--- src/rtl/csel_pkg.sv ---
package csel_pkg;
    localparam int NUM_RG   = 4;
    localparam int RG_UPPER = 0;
    localparam int RG_LOWER = 1;
    localparam int RG_MID   = 2;
    localparam int RG_PERI  = 3;
    localparam int RELOC_IDX = 4;

    typedef enum logic [0:0] {
        ST_IDLE = 1'b0,
        ST_BUSY = 1'b1
    } csel_state_e;

    typedef struct packed {
        logic       en;
        logic       rdy_en;
        logic [1:0] waits;
    } region_ctl_t;
endpackage

--- src/rtl/csel_cfg_regs.sv ---
module csel_cfg_regs
    import csel_pkg::*;
#(
    parameter int ADDR_W        = 20,
    parameter int UMEM_RST_SIZE = 1024,
    parameter int PCB_RST_BASE  = 'h0FF00
) (
    input  logic                             clk,
    input  logic                             rst_n,
    input  logic                             cfg_we,
    input  logic [2:0]                       cfg_addr,
    input  logic [2*ADDR_W+3:0]              cfg_wdata,
    output logic [NUM_RG-1:0][ADDR_W-1:0]    rg_base,
    output logic [NUM_RG-1:0][ADDR_W-1:0]    rg_size,
    output region_ctl_t [NUM_RG-1:0]         rg_ctl,
    output logic [ADDR_W-1:0]                pcb_base,
    output logic                             pcb_in_mem
);
    localparam logic [ADDR_W-1:0] UP_BASE = ~ADDR_W'(UMEM_RST_SIZE - 1);
    localparam logic [ADDR_W-1:0] UP_SIZE = ADDR_W'(UMEM_RST_SIZE);

    for (genvar g = 0; g < NUM_RG; g++) begin : g_region
        localparam bit IS_UP = (g == RG_UPPER);
        always_ff @(posedge clk or negedge rst_n) begin
            if (!rst_n) begin
                rg_base[g] <= IS_UP ? UP_BASE : '0;
                rg_size[g] <= IS_UP ? UP_SIZE : '0;
                rg_ctl[g]  <= IS_UP ? region_ctl_t'{en: 1'b1, rdy_en: 1'b1, waits: 2'd3}
                                    : region_ctl_t'{en: 1'b0, rdy_en: 1'b0, waits: 2'd0};
            end else if (cfg_we && cfg_addr == 3'(g)) begin
                rg_base[g] <= cfg_wdata[ADDR_W-1:0];
                rg_size[g] <= cfg_wdata[2*ADDR_W-1:ADDR_W];
                rg_ctl[g]  <= cfg_wdata[2*ADDR_W+3:2*ADDR_W];
            end
        end
    end

    always_ff @(posedge clk or negedge rst_n) begin
        if (!rst_n) begin
            pcb_base   <= ADDR_W'(PCB_RST_BASE);
            pcb_in_mem <= 1'b0;
        end else if (cfg_we && cfg_addr == 3'(RELOC_IDX)) begin
            pcb_base   <= cfg_wdata[ADDR_W-1:0];
            pcb_in_mem <= cfg_wdata[ADDR_W];
        end
    end
endmodule

--- src/rtl/csel_decode.sv ---
module csel_decode
    import csel_pkg::*;
#(
    parameter int ADDR_W   = 20,
    parameter int PCB_SIZE = 256
) (
    input  logic [ADDR_W-1:0]                addr,
    input  logic                             is_mem,
    input  logic                             inta,
    input  logic [NUM_RG-1:0][ADDR_W-1:0]    rg_base,
    input  logic [NUM_RG-1:0][ADDR_W-1:0]    rg_size,
    input  region_ctl_t [NUM_RG-1:0]         rg_ctl,
    input  logic [ADDR_W-1:0]                pcb_base,
    input  logic                             pcb_in_mem,
    output logic [NUM_RG-1:0]                hit_vec,
    output logic                             pcb_match,
    output logic [1:0]                       win_waits,
    output logic                             win_rdy
);
    localparam logic [ADDR_W:0] PCB_SPAN = (ADDR_W+1)'(PCB_SIZE);

    logic [ADDR_W:0] addr_x;
    assign addr_x = {1'b0, addr};

    for (genvar g = 0; g < NUM_RG; g++) begin : g_match
        localparam bit IS_IO = (g == RG_PERI);
        logic space_ok;
        logic [ADDR_W:0] lim;
        assign space_ok   = IS_IO ? !is_mem : is_mem;
        assign lim        = {1'b0, rg_base[g]} + {1'b0, rg_size[g]};
        assign hit_vec[g] = rg_ctl[g].en && space_ok &&
                            (addr_x >= {1'b0, rg_base[g]}) && (addr_x < lim);
    end

    logic [ADDR_W:0] pcb_lim;
    assign pcb_lim   = {1'b0, pcb_base} + PCB_SPAN;
    assign pcb_match = !inta && (is_mem == pcb_in_mem) &&
                       (addr_x >= {1'b0, pcb_base}) && (addr_x < pcb_lim);

    // fixed ranking: later assignments override earlier ones
    always_comb begin
        win_waits = 2'd0;
        win_rdy   = 1'b0;
        if (hit_vec[RG_PERI])  begin win_waits = rg_ctl[RG_PERI].waits;  win_rdy = rg_ctl[RG_PERI].rdy_en;  end
        if (hit_vec[RG_LOWER]) begin win_waits = rg_ctl[RG_LOWER].waits; win_rdy = rg_ctl[RG_LOWER].rdy_en; end
        if (hit_vec[RG_UPPER]) begin win_waits = rg_ctl[RG_UPPER].waits; win_rdy = rg_ctl[RG_UPPER].rdy_en; end
        if (hit_vec[RG_MID])   begin win_waits = rg_ctl[RG_MID].waits;   win_rdy = rg_ctl[RG_MID].rdy_en;   end
    end
endmodule

--- src/rtl/csel_cycle_fsm.sv ---
module csel_cycle_fsm
    import csel_pkg::*;
(
    input  logic              clk,
    input  logic              rst_n,
    input  logic              cyc_start,
    input  logic              inta,
    input  logic              rdy,
    input  logic [NUM_RG-1:0] hit_vec,
    input  logic              pcb_match,
    input  logic [1:0]        win_waits,
    input  logic              win_rdy,
    output logic [NUM_RG-1:0] sel_n,
    output logic [1:0]        wait_cnt,
    output logic              rdy_use,
    output logic              pcb_hit,
    output logic              cyc_done
);
    csel_state_e       state, nxt;
    logic [NUM_RG-1:0] sel_q;
    logic [1:0]        waits_q, cnt_q;
    logic              ru_q, pcb_q, done;

    assign done = (state == ST_BUSY) && (cnt_q == 2'd0) && (!ru_q || rdy);

    always_ff @(posedge clk or negedge rst_n) begin
        if (!rst_n) state <= ST_IDLE;
        else        state <= nxt;
    end

    always_comb begin
        nxt = state;
        unique case (state)
            ST_IDLE: if (cyc_start) nxt = ST_BUSY;
            ST_BUSY: if (done)      nxt = ST_IDLE;
        endcase
    end

    always_ff @(posedge clk or negedge rst_n) begin
        if (!rst_n) begin
            sel_q   <= '0;
            waits_q <= '0;
            cnt_q   <= '0;
            ru_q    <= 1'b0;
            pcb_q   <= 1'b0;
        end else if (state == ST_IDLE) begin
            if (cyc_start) begin
                if (pcb_match || inta) begin
                    sel_q   <= '0;
                    waits_q <= 2'd0;
                    cnt_q   <= 2'd0;
                    ru_q    <= inta;
                end else begin
                    sel_q   <= hit_vec;
                    waits_q <= win_waits;
                    cnt_q   <= win_waits;
                    ru_q    <= win_rdy;
                end
                pcb_q <= pcb_match;
            end
        end else if (!done && cnt_q != 2'd0) begin
            cnt_q <= cnt_q - 2'd1;
        end
    end

    always_comb begin
        sel_n    = '1;
        wait_cnt = 2'd0;
        rdy_use  = 1'b0;
        pcb_hit  = 1'b0;
        cyc_done = done;
        unique case (state)
            ST_IDLE: ;
            ST_BUSY: begin
                sel_n    = ~sel_q;
                wait_cnt = waits_q;
                rdy_use  = ru_q;
                pcb_hit  = pcb_q;
            end
        endcase
    end

    assert_idle_no_sel_R2: assert property (@(posedge clk) disable iff (!rst_n)
        (state == ST_IDLE && !cyc_start) |=> (sel_n == '1));
    assert_done_release_R2: assert property (@(posedge clk) disable iff (!rst_n)
        cyc_done |=> (sel_n == '1));
    assert_sel_stable_R2: assert property (@(posedge clk) disable iff (!rst_n)
        (state == ST_BUSY && !cyc_done) |=> $stable(sel_n));
    assert_ready_gate_R6: assert property (@(posedge clk) disable iff (!rst_n)
        (cyc_done && rdy_use) |-> rdy);
    assert_pcb_quiet_R7: assert property (@(posedge clk) disable iff (!rst_n)
        pcb_hit |-> (sel_n == '1 && !rdy_use && cyc_done));
    assert_inta_not_pcb_R9: assert property (@(posedge clk) disable iff (!rst_n)
        (state == ST_IDLE && cyc_start && inta) |=> (!pcb_hit && rdy_use && sel_n == '1));
    assert_busy_ignores_start_R10: assert property (@(posedge clk) disable iff (!rst_n)
        (state == ST_BUSY && !cyc_done && cyc_start) |=> $stable(wait_cnt));
endmodule

--- src/rtl/csel_unit.sv ---
module csel_unit
    import csel_pkg::*;
#(
    parameter int ADDR_W        = 20,
    parameter int UMEM_RST_SIZE = 1024,
    parameter int PCB_RST_BASE  = 'h0FF00,
    parameter int PCB_SIZE      = 256
) (
    input  logic                  clk,
    input  logic                  rst_n,
    input  logic                  cfg_we,
    input  logic [2:0]            cfg_addr,
    input  logic [2*ADDR_W+3:0]   cfg_wdata,
    input  logic                  cyc_start,
    input  logic [ADDR_W-1:0]     addr,
    input  logic                  is_mem,
    input  logic                  inta,
    input  logic                  rdy,
    output logic [NUM_RG-1:0]     sel_n,
    output logic [1:0]            wait_cnt,
    output logic                  rdy_use,
    output logic                  pcb_hit,
    output logic                  cyc_done
);
    logic [NUM_RG-1:0][ADDR_W-1:0] rg_base, rg_size;
    region_ctl_t [NUM_RG-1:0]      rg_ctl;
    logic [ADDR_W-1:0]             pcb_base;
    logic                          pcb_in_mem;
    logic [NUM_RG-1:0]             hit_vec;
    logic                          pcb_match, win_rdy;
    logic [1:0]                    win_waits;

    csel_cfg_regs #(
        .ADDR_W(ADDR_W), .UMEM_RST_SIZE(UMEM_RST_SIZE), .PCB_RST_BASE(PCB_RST_BASE)
    ) regs_i (
        .clk(clk), .rst_n(rst_n), .cfg_we(cfg_we), .cfg_addr(cfg_addr),
        .cfg_wdata(cfg_wdata), .rg_base(rg_base), .rg_size(rg_size),
        .rg_ctl(rg_ctl), .pcb_base(pcb_base), .pcb_in_mem(pcb_in_mem)
    );

    csel_decode #(.ADDR_W(ADDR_W), .PCB_SIZE(PCB_SIZE)) dec_i (
        .addr(addr), .is_mem(is_mem), .inta(inta), .rg_base(rg_base),
        .rg_size(rg_size), .rg_ctl(rg_ctl), .pcb_base(pcb_base),
        .pcb_in_mem(pcb_in_mem), .hit_vec(hit_vec), .pcb_match(pcb_match),
        .win_waits(win_waits), .win_rdy(win_rdy)
    );

    csel_cycle_fsm fsm_i (
        .clk(clk), .rst_n(rst_n), .cyc_start(cyc_start), .inta(inta), .rdy(rdy),
        .hit_vec(hit_vec), .pcb_match(pcb_match), .win_waits(win_waits),
        .win_rdy(win_rdy), .sel_n(sel_n), .wait_cnt(wait_cnt), .rdy_use(rdy_use),
        .pcb_hit(pcb_hit), .cyc_done(cyc_done)
    );
endmodule

--- config.mk ---
export PLATFORM = sky130hd
export DESIGN_NAME = csel_unit
export DESIGN_NICKNAME = d
export VERILOG_FILES = /design/src/rtl/csel_pkg.sv /design/src/rtl/csel_cfg_regs.sv /design/src/rtl/csel_decode.sv /design/src/rtl/csel_cycle_fsm.sv /design/src/rtl/csel_unit.sv
export SDC_FILE = /design/constraint.sdc
export NUM_CORES = 1
export LEC_CHECK = 0
export BUFFER_PORTS_ARGS = -buffer_cell sky130_fd_sc_hd__buf_4
export CORE_MARGIN = 4
export CORE_UTILIZATION = 57
export CTS_CLUSTER_SIZE = 16
export DETAILED_ROUTE_END_ITERATION = 6
export GPL_TIMING_DRIVEN = 0
export PLACE_DENSITY = 0.78
export SYNTH_ARGS = -nofsm -noshare
export SYNTH_HDL_FRONTEND = slang
export SYNTH_SLANG_ARGS = --single-unit
--- constraint.sdc ---
create_clock -name clk -period 4 [get_ports clk]
set_clock_uncertainty 0.05 [all_clocks]
set_input_delay 0.2 -clock clk [delete_from_list [all_inputs] [get_ports clk]]
set_output_delay 0.2 -clock clk [all_outputs]
set_load 0.02 [all_outputs]
Yosys cells after proc, flatten, opt, wreduce, memory -nomap -nowiden
Index checks and enable logic that the tools add are counted.
Word-level totals
  logic and storage cells: 108
  register bits after elaboration: 208
  input port bits: 74
Operators by class
  equality and inequality tests: 6
  reductions and logical operators: 35
  muxes and demuxes: 21
  bitwise gates (word level): 2
  $lt $le $gt $ge: 10
  add/subtract/negate cells: 6
Operator list (number)
  < comparator 20 x 21 -> 1 bit: 5
  >= comparator 20 bit: 5
  adder 20 x 20 -> 21 bit: 4
  logical AND 1 bit: 23
  adder 20 x 9 -> 21 bit (second input constant): 1
  two-way mux 2 bit: 9
  two-way mux 1 bit: 9
  two-way mux 4 bit: 2
  equality test 3 x 2 -> 1 bit (second input constant): 2
  logical NOT 1 bit: 4
  NOT 4 bit: 1
  AND reduction 2 bit: 2
  nonzero test 2 bit: 2
  equality test 3 x 1 -> 1 bit (second input constant): 1
  equality test 3 bit (second input constant): 1
  logical NOT 3 bit: 1
  logical NOT 2 bit: 1
  logical OR 1 bit: 2
  inequality test 2 bit (second input constant): 1
  one-hot mux 1 bit (2 select lines): 1
  subtractor 2 x 1 -> 2 bit (second input constant): 1
  equality test 1 bit: 1
  NOT 1 bit: 1

Logic depth before layout (Yosys ltp)
Gate-level depths: netlist of the first run.
  depth after elaboration: 11
  mapped depth: 22

Modules after synthesis
A second synthesis of the first run with hierarchy kept.
Second synthesis, totals
  cell total of the unflattened synthesis: 1574
  area total of the unflattened synthesis: 16274.4 um^2
By module, submodules not included
  csel_decode: cells each 1097, instances 1, sequential area each 0.0 um^2, area an instance 8333.0 um^2
  csel_cfg_regs: cells each 419, instances 1, sequential area each 4958.5 um^2, area an instance 7393.3 um^2
  csel_cycle_fsm: cells each 58, instances 1, sequential area each 275.3 um^2, area an instance 548.0 um^2

Worst setup path before layout of the first run
Ideal clock, no wire load.
  kind: register -> register
  from: register regs_i.rg_size[5] (netlist bit)
  to: register fsm_i.ru_q
  path buffers: 0
  required time: 3.877 ns
  cell stages (with the launch flop): 21
  slack: -0.160 ns
  setup time: 0.073 ns
  arrival: 4.037 ns
  cell sequence: dfrtp_1 ha_1 a21o_1 or3_4 o221a_4 o311a_4 o21ai_2 nand2b_1 a21o_1 a21oi_1 xor2_1 ha_1 a21oi_1 nor2b_1 o21ai_0 a21oi_1 o41ai_1 a21oi_1 a21o_2 a311o_1 a21oi_2
On the way
  word-level cells in the longest chain between the ends: 6
Ends and longest elaborated chain
  start, declared: line csel_cfg_regs.sv:14  | output logic [NUM_RG-1:0][ADDR_W-1:0] rg_size,
  start signal, assigned by index: line csel_cfg_regs.sv:27  | rg_size[g] <= IS_UP ? UP_SIZE : '0;
  start signal, assigned by index: line csel_cfg_regs.sv:32  | rg_size[g] <= cfg_wdata[2*ADDR_W-1:ADDR_W];
  adder 20 x 20 -> 21 bit: line csel_decode.sv:30  | assign lim = {1'b0, rg_base[g]} + {1'b0, rg_size[g]};
  < comparator 20 x 21 -> 1 bit: line csel_decode.sv:32  | (addr_x >= {1'b0, rg_base[g]}) && (addr_x < lim);
  logical AND 1 bit: line csel_decode.sv:32
  two-way mux 1 bit: line csel_decode.sv:46  | if (hit_vec[RG_UPPER]) begin win_waits = rg_ctl[RG_UPPER].waits; win_rdy = rg_ctl[RG_UPPER].rdy_en; end
  two-way mux 1 bit: line csel_decode.sv:47  | if (hit_vec[RG_MID]) begin win_waits = rg_ctl[RG_MID].waits; win_rdy = rg_ctl[RG_MID].rdy_en; end
  two-way mux 1 bit: line csel_cycle_fsm.sv:48  | if (pcb_match || inta) begin
  end signal, assigned: line csel_cycle_fsm.sv:52  | ru_q <= inta;
  end signal, assigned: line csel_cycle_fsm.sv:57  | ru_q <= win_rdy;
  end, declared: line csel_cycle_fsm.sv:22  | logic ru_q, pcb_q, done;
No other way between the ends.
A chain may end at the register's enable or synchronous reset.

Worst setup path in the final report of the first run
Same ends and word-level chain as after synthesis.

==> results by group, run 1 <==
Outcome
  • Status: finished with violations
  • Violated checks: negative setup slack

STA
  • Final Hold Fails: 0
  • Setup violators final: 9
  • Worst slew pin tran: 0.910 ns
  • Final Max Tran Viols: 0
  • Relative slew slack: 0.391
  • RSZ-0062 raised after global routing: yes
  • Final setup TNS: -2.90 ns
  • Final Worst Setup Slack: -0.559 ns
  • Fin crit period: 4.56 ns
  • Fmax: 219 MHz
  • Final period utilization: 1.14

Setup path
  • Number of stages on the worst setup path: 20
  • Reg-to-Reg Start: regs_i.rg_size[5]
  • CP startpoint: regs_i.rg_size[5]
  • CP Launch Type: flop
  • Buf+Inv Stages, Crit Path: 0
  • CP arrival: 4.95 ns
  • Crit path required time: 4.39 ns
  • CP Class: reg2reg
  • CP Capture Type: flop
  • Critical path's most frequent cell: a21oi_2
  • Reg2reg setup slack: -0.56 ns
  • CP delay by family, top: compound AO/OA/AOI/OAI gates
  • Cells on worst reg2reg path: 20
  • CP peak stage delay: 0.42 ns
  • Crit Path Max Fanout: 4
  • Reg-to-Reg End: fsm_i.ru_q
  • Slowest-stage cell, CP: dfrtp_1
  • CP Cell Sequence: ha_4 > a21o_1 > or3_4 > o221a_4 > o311a_4 > o21ai_4 > nand2b_1 > a21o_1 > a21oi_2 > xor2_1 > ha_1 > a21oi_2 > nor2b_1 > o21ai_1 > a21oi_2 > o41ai_2 > a21oi_2 > a21o_2 > a311o_1 > a21oi_2

Cells and area
  • Layout net count: 2,165
  • Multi-input logic area: 10,200 um2
  • Fin cells: 2,207
  • Storage cell area: 5230 um2
  • Layout cells sized above 1: 0.192
  • Area delta synth->final: 18.9%
  • Filler cell count: 1,977
  • Diodes inserted: 0

Floorplanning
  • Die Height: 174 um
  • Initial Util: 0.581
  • DIE AREA: 30,400 um2
  • Die Span X: 174 um
  • Std-Cell Core Area: 27,100 um2
  • Boundary Pins: 83
  • FP Rows: 60

Logic synthesis
  • Leading area contributor after synthesis: dfrtp_1
  • Top_reg_cell synth: dfrtp_1
  • Mapped Avg Cell Area: 9.64 um2
  • Number of synthesized flops with an enable pin: 0
  • Synth Area in Adders: 0.220
  • Synth Register Bits: 208
  • Cells after synthesis: 1,633
  • Simple-gate share of the synthesized area: 0.113
  • Largest family of logic cells by synthesized area: adder cells
  • Post-synth top area share: 0.294
  • Synth Area in Compound Gates: 0.168
  • Mapped Nets: 1,981
  • Ys async rst share: 1.00
  • Sequential fraction of the synthesis area: 0.332
  • Top cells by area, synth: dfrtp_1, ha_1, mux2_2
  • Mapped cell area: 15,700 um2
  • Proportion of synthesized area in mux cells: 0.0851
  • Xor/xnor share of the synthesized area: 0.0423
  • Distinct cells, synth: 68
  • YS warnings: 0

GRT
  • GRT Residual Overflow: 0
  • Vias in the first global route: 13,922
  • Largest net degree at the start of global routing: 109
  • Initial antenna violation count: 0
  • Global-route wire length before repair: 69,500 um
  • Gr usage total: 0.282

Drt
  • Routed WL per cell: 19.7 um
  • Total Wirelength: 43,600 um
  • DR vias: 13,286
  • Final ANT Viol Nets: 0
  • DR vias/cell: 6.02
  • 1st-iter DRT viols: 923
  • DR pass1 iterations: 6
  • # DRC: 0

CTS
  • H-tree Lvls: 1
  • Clk_lat worst skew: 0.53 ns
  • Clock sinks: 208
  • CTS tree: done
  • CTS Root Cell: clkbuf_16
  • CTS max path bufs: 3
  • CTS buffer count: 24
  • Clock-pin slew on the worst setup and hold paths: 0.06 ns

Place
  • Post-DP HPWL: 33,000 um
  • Routability cong.: 0.889
  • IO buf count: 82
  • Cell total after placement: 2,089

Power
  • Maximum VDD drop: 399 uV
  • Static Leakage: 8.79 nW
  • Power per Cell Area: 589 nW/um2

Flow run
  • Max Cap Viol: 0

Min path
  • Hold Path Class: in2async
[through the flow]
step                      power, mW  instance area (um2)  utilization  hold slack (ns)  setup slack [ns]
after floorplan                6.71                15800            -           -0.146           -0.0811
after global placement         7.73                16900        0.622            0.388            -0.582
after detailed placement       8.00                16900        0.624          -0.0151            -0.637
after CTS                      10.7                18500        0.683           0.0297            -0.547
after global routing           11.9                18700        0.691           0.0478            -0.748
final                          11.0                18700        0.691           0.0327            -0.559
[layer usage]
layer	global-route usage	routed length [um]
met5	0	0
met1	0.360	18100
met2	0.485	21100
met3	0.0359	2660
met4	0.114	1750
[sequential cells by signal (all words and copies together) (netlist names)]
name,cells
regs_i.pcb_in_mem,1
fsm_i.sel_q,4
regs_i.rg_ctl,16
regs_i.pcb_base,20
fsm_i.state,1
fsm_i.ru_q,1
fsm_i.waits_q,2
fsm_i.cnt_q,2
regs_i.rg_base,80
regs_i.rg_size,80
fsm_i.pcb_q,1
[cell families (layout without fill, tap and decap cells)]
group                    after synthesis  count (layout)
AO/OA/AOI/OAI                        424             424
AND/OR/NAND/NOR                      367             367
adder cells (fa/ha/maj)              274             274
flip-flops                           208             208
buffers and inverters                165             367
multiplexers                         119             119
XOR/XNOR                              76              76
[layout by cell type (no fill, tap or decap), drive strengths merged, types with 21 or more instances in the layout]
| cell type | count |
|---|---|
| dfstp | 23 |
| nand3 | 41 |
| nand2 | 141 |
| clkbuf | 57 |
| nor2 | 51 |
| dlygate4sd3 | 48 |
| inv | 134 |
| mux2 | 119 |
| a21oi | 102 |
| ha | 270 |
| o21ai | 150 |
| nor2b | 21 |
| nand2b | 25 |
| xor2 | 33 |
| a21o | 60 |
| buf | 115 |
| xnor2 | 43 |
| dfrtp | 185 |
[final cells by class]
class	count	share of cell area
flip-flops and latches	208	0.280
clock inverters	14	0.0118
well taps	372	0.0249
plain buffers	32	0.00641
multi-input cells	1260	0.542
clock buffers	30	0.0360
inverters	133	0.0267
repair buffers	158	0.0723
[cell usage after synthesis (3+ instances only)]
cell type	number
nor2b_1	21
fa_1	4
xor2_1	33
o22ai_1	3
xnor2_1	43
nand3b_1	3
a2111oi_0	6
clkbuf_1	27
and3_1	8
a211o_1	4
o211ai_1	13
a21oi_1	101
o21ai_0	142
nor3b_1	4
nand2b_1	25
o21ai_1	7
and4_1	5
a31oi_1	11
or3_1	9
and2_1	11
nand3_1	41
a21o_1	58
nand4_1	16
a211oi_1	15
buf_1	5
inv_1	133
mux2_2	119
o31ai_1	6
dfstp_2	23
dfrtp_1	185
nor2_1	51
nor4_1	5
nand2_1	141
o41a_1	3
nor3_1	17
o21a_1	15
o21bai_1	8
ha_1	270
[power breakdown]
part | switching, mW | leakage [nW] | internal (mW) | total (mW)
Combinational | 3.01 | 5.88 | 2.63 | 5.64
Sequential | 0.318 | 2.48 | 2.61 | 2.93
Clock | 0.923 | 0.430 | 1.53 | 2.45
[worst register-to-register path, stage by stage, from the launching register on]
cell	delay (ns)
dfrtp_1	0.42
ha_4	0.26
a21o_1	0.21
or3_4	0.34
o221a_4	0.25
o311a_4	0.33
o21ai_4	0.14
nand2b_1	0.09
a21o_1	0.19
a21oi_2	0.14
xor2_1	0.18
ha_1	0.28
a21oi_2	0.15
nor2b_1	0.06
o21ai_1	0.16
a21oi_2	0.10
o41ai_2	0.26
a21oi_2	0.11
a21o_2	0.24
a311o_1	0.40
a21oi_2	0.13
[how the worst max path moves through the flow]
stage                                 to  slack, ns
after floorplan               fsm_i.ru_q      -0.08
after global placement    fsm_i.cnt_q[0]      -0.58
after detailed placement  fsm_i.cnt_q[0]      -0.64
after CTS                     fsm_i.ru_q      -0.55
after global routing          fsm_i.ru_q      -0.75
final                         fsm_i.ru_q      -0.56
[repair_timing]
action,CTS,global route
pin swaps,14,26
endpoints found under the hold margin,319,0
hold buffers,48,0
endpoints found under the setup margin,9,9
setup buffers,11,15
resized for setup,27,25
Note: power is estimated with default switching activity, not from simulation.
==> run 2: changes to the inputs <==
- GPL_TIMING_DRIVEN: 0 -> default
==> run 2 against run 1 <==
Compared with the run above:
- the flow still finishes with violations (negative setup slack)
- global-route usage increased by 0.43 points
- utilization increased by 1.3 points
- first-iteration DRC count increased by 2.6%
- combinational power increased by 7.1%
- final cell count increased by 1.9%
- sequential power about the same
- worst hold slack improved by 0.065 ns
- clock power decreased by 9.4%
- cell area increased by 1.9%
- critical endpoint unchanged
==> results by group, run 2 (same netlist as run 1, synthesis figures left out) <==
GRT
  • Gr usage total: 0.286
  • Vias in the first global route: 14,161
  • Initial antenna violation count: 1
  • Largest net degree at the start of global routing: 137
  • Global-route wire length before repair: 70,700 um
  • GRT Residual Overflow: 0

Setup path
  • CP Class: reg2reg
  • Cells on worst reg2reg path: 20
  • Crit path required time: 4.41 ns
  • Crit Path Max Fanout: 2
  • Reg-to-Reg End: fsm_i.ru_q
  • Reg-to-Reg Start: regs_i.rg_size[60]
  • Reg2reg setup slack: -0.43 ns
  • CP Launch Type: flop
  • CP arrival: 4.84 ns
  • CP Capture Type: flop

STA
  • Final Worst Setup Slack: -0.427 ns
  • Worst slew pin tran: 1.18 ns
  • RSZ-0062 raised after global routing: yes
  • Fmax: 226 MHz
  • Hold Slack: 0.0978 ns
  • Relative slew slack: 0.214
  • Final Hold Fails: 0
  • Final setup TNS: -1.89 ns
  • Final Max Tran Viols: 0
  • Final period utilization: 1.11
  • Fin crit period: 4.43 ns
  • Setup violators final: 6

Drt
  • Final ANT Viol Nets: 0
  • DR pass1 iterations: 5
  • DR vias: 13,490
  • 1st-iter DRT viols: 947
  • # DRC: 0
  • Routed WL per cell: 19.5 um
  • Total Wirelength: 43,900 um
  • DR vias/cell: 6.00

Outcome
  • Violated checks: negative setup slack
  • Status: finished with violations

CTS
  • Clk_lat worst skew: 0.53 ns
  • CTS max path bufs: 3
  • Clock-pin slew on the worst setup and hold paths: 0.06 ns
  • Clock sinks: 208
  • CTS buffer count: 24
  • CTS tree: done
  • CTS Root Cell: clkbuf_16
  • H-tree Lvls: 1

Power
  • Clk pwr share: 0.198
  • Static Leakage: 9.09 nW
  • Reg power frac: 0.262
  • Final Total Pwr: 11.2 mW
  • Power per Cell Area: 586 nW/um2
  • Maximum VDD drop: 281 uV
  • Int Power: 6.83 mW
  • Sw Ratio: 0.389
  • Comb pwr share: 0.540
  • NetSw: 4.36 mW

Min path
  • Sink of the worst hold path: regs_i.rg_base[44]
  • Hold Path Class: in2reg
  • Worst hold stages: 3
  • Worst Min Path Start: cfg_addr[0]

Place
  • Pre-CTS setup slack: -0.411 ns
  • Routability cong.: 0.924
  • IO buf count: 82
  • Post-DP HPWL: 32,100 um
  • Cell total after placement: 2,144

Cells and area
  • Layout net count: 2,207
  • Area delta synth->final: 21.2%
  • Filler cell count: 1,945
  • Fin cells: 2,250
  • Layout cells sized above 1: 0.230
  • Most common cell after layout, fill and taps aside: ha_1
  • Largest regs: regs_i.rg_base (80), regs_i.rg_size (80), regs_i.pcb_base (20)
  • Most frequent cells in the layout: ha_1, dfrtp_1, buf_4, nand2_1, o21ai_0

Floorplanning
  • Boundary Pins: 83
  • Initial Util: 0.581
  • Die Height: 174 um
  • Std-Cell Core Area: 27,100 um2
  • DIE AREA: 30,400 um2
  • Die Span X: 174 um
  • FP Rows: 60

Flow run
  • Max Cap Viol: 0
==> run 2: changes by cell type in the layout (fill, tap and decap cells not counted), sizes merged <==
| cell | previous run | this run |
|---|---|---|
| buf | 115 | 184 |
| bufinv | 5 | 1 |
| clkbuf | 57 | 38 |
| clkinvlp | 3 | 0 |
| diode | 0 | 1 |
| inv | 134 | 133 |
==> run 2: worst max path at each step <==
stage | startpoint | to | slack, ns | cells after the start
2_1_floorplan | regs_i.rg_base[60] | fsm_i.ru_q | -0.08 | 20
3_3_place_gp | regs_i.rg_size[20] | fsm_i.cnt_q[1] | -0.25 | 18
3_5_place_dp | regs_i.rg_size[5] | fsm_i.ru_q | -0.41 | 20
4_1_cts | regs_i.rg_size[60] | fsm_i.ru_q | -0.35 | 20
5_1_grt | regs_i.rg_size[5] | fsm_i.ru_q | -0.62 | 20
6_report | regs_i.rg_size[60] | fsm_i.ru_q | -0.43 | 20
==> run 2: area by class of cell <==
cell class,instances,area [um2],area share
Sequential cell,208,5230,0.274
Multi-Input combinational cell,1260,10200,0.534
Timing Repair Buffer,232,1890,0.0993
Antenna cell,1,2.50,0.000131
Tap cell,372,465,0.0244
Clock buffer,38,734,0.0385
Inverter,133,499,0.0262
Clock inverter,6,55.1,0.00289
==> run 2: worst max-delay path, stage by stage (launching register included) <==
cell and delay [ns]:
dfrtp_1 0.40, ha_2 0.20, inv_2 0.05, fa_2 0.22
nor2b_2 0.06, o31a_1 0.28, o21ai_2 0.17, a21oi_2 0.09
a311o_1 0.35, a21o_1 0.20, a21oi_2 0.17, xor2_1 0.21
ha_1 0.28, a21o_1 0.17, a221o_1 0.34, a31oi_1 0.16
o22a_1 0.18, a221oi_2 0.08, or2_0 0.21, a311o_1 0.38
a21oi_2 0.12
==> run 2: through the flow <==
stage	util	cell area (um2)
after global placement	0.644	17500
after floorplan	-	15800
after detailed placement	0.644	17500
after CTS	0.697	18900
after global routing	0.704	19100
final	0.704	19100
==> run 2: timing repair <==
item	CTS	global route
resized for setup	25	33
hold buffers	48	0
buffers inserted	5	8
endpoints found under the hold margin	320	0
pin swaps	13	24
endpoints found under the setup margin	9	9
==> run 2: power groups by stage <==
stage	clock [mW]	combinational, mW	sequential [mW]
global placement	0	5.23	2.93
CTS	2.23	5.77	2.92
floorplan	0	3.86	2.85
finish	2.22	6.04	2.93
global route	2.34	6.76	2.99
detailed placement	0	5.49	2.95
==> run 2: per-layer routing <==
layer | vias to the layer above | part of all wire | wire [um] | track usage
li1 | 6358 | - | - | -
met1 | 6536 | 0.41 | 18200 | 0.378
met4 | 0 | 0.042 | 1840 | 0.115
met5 | - | 0 | 0 | 0
met2 | 472 | 0.46 | 20300 | 0.469
met3 | 124 | 0.082 | 3590 | 0.0483
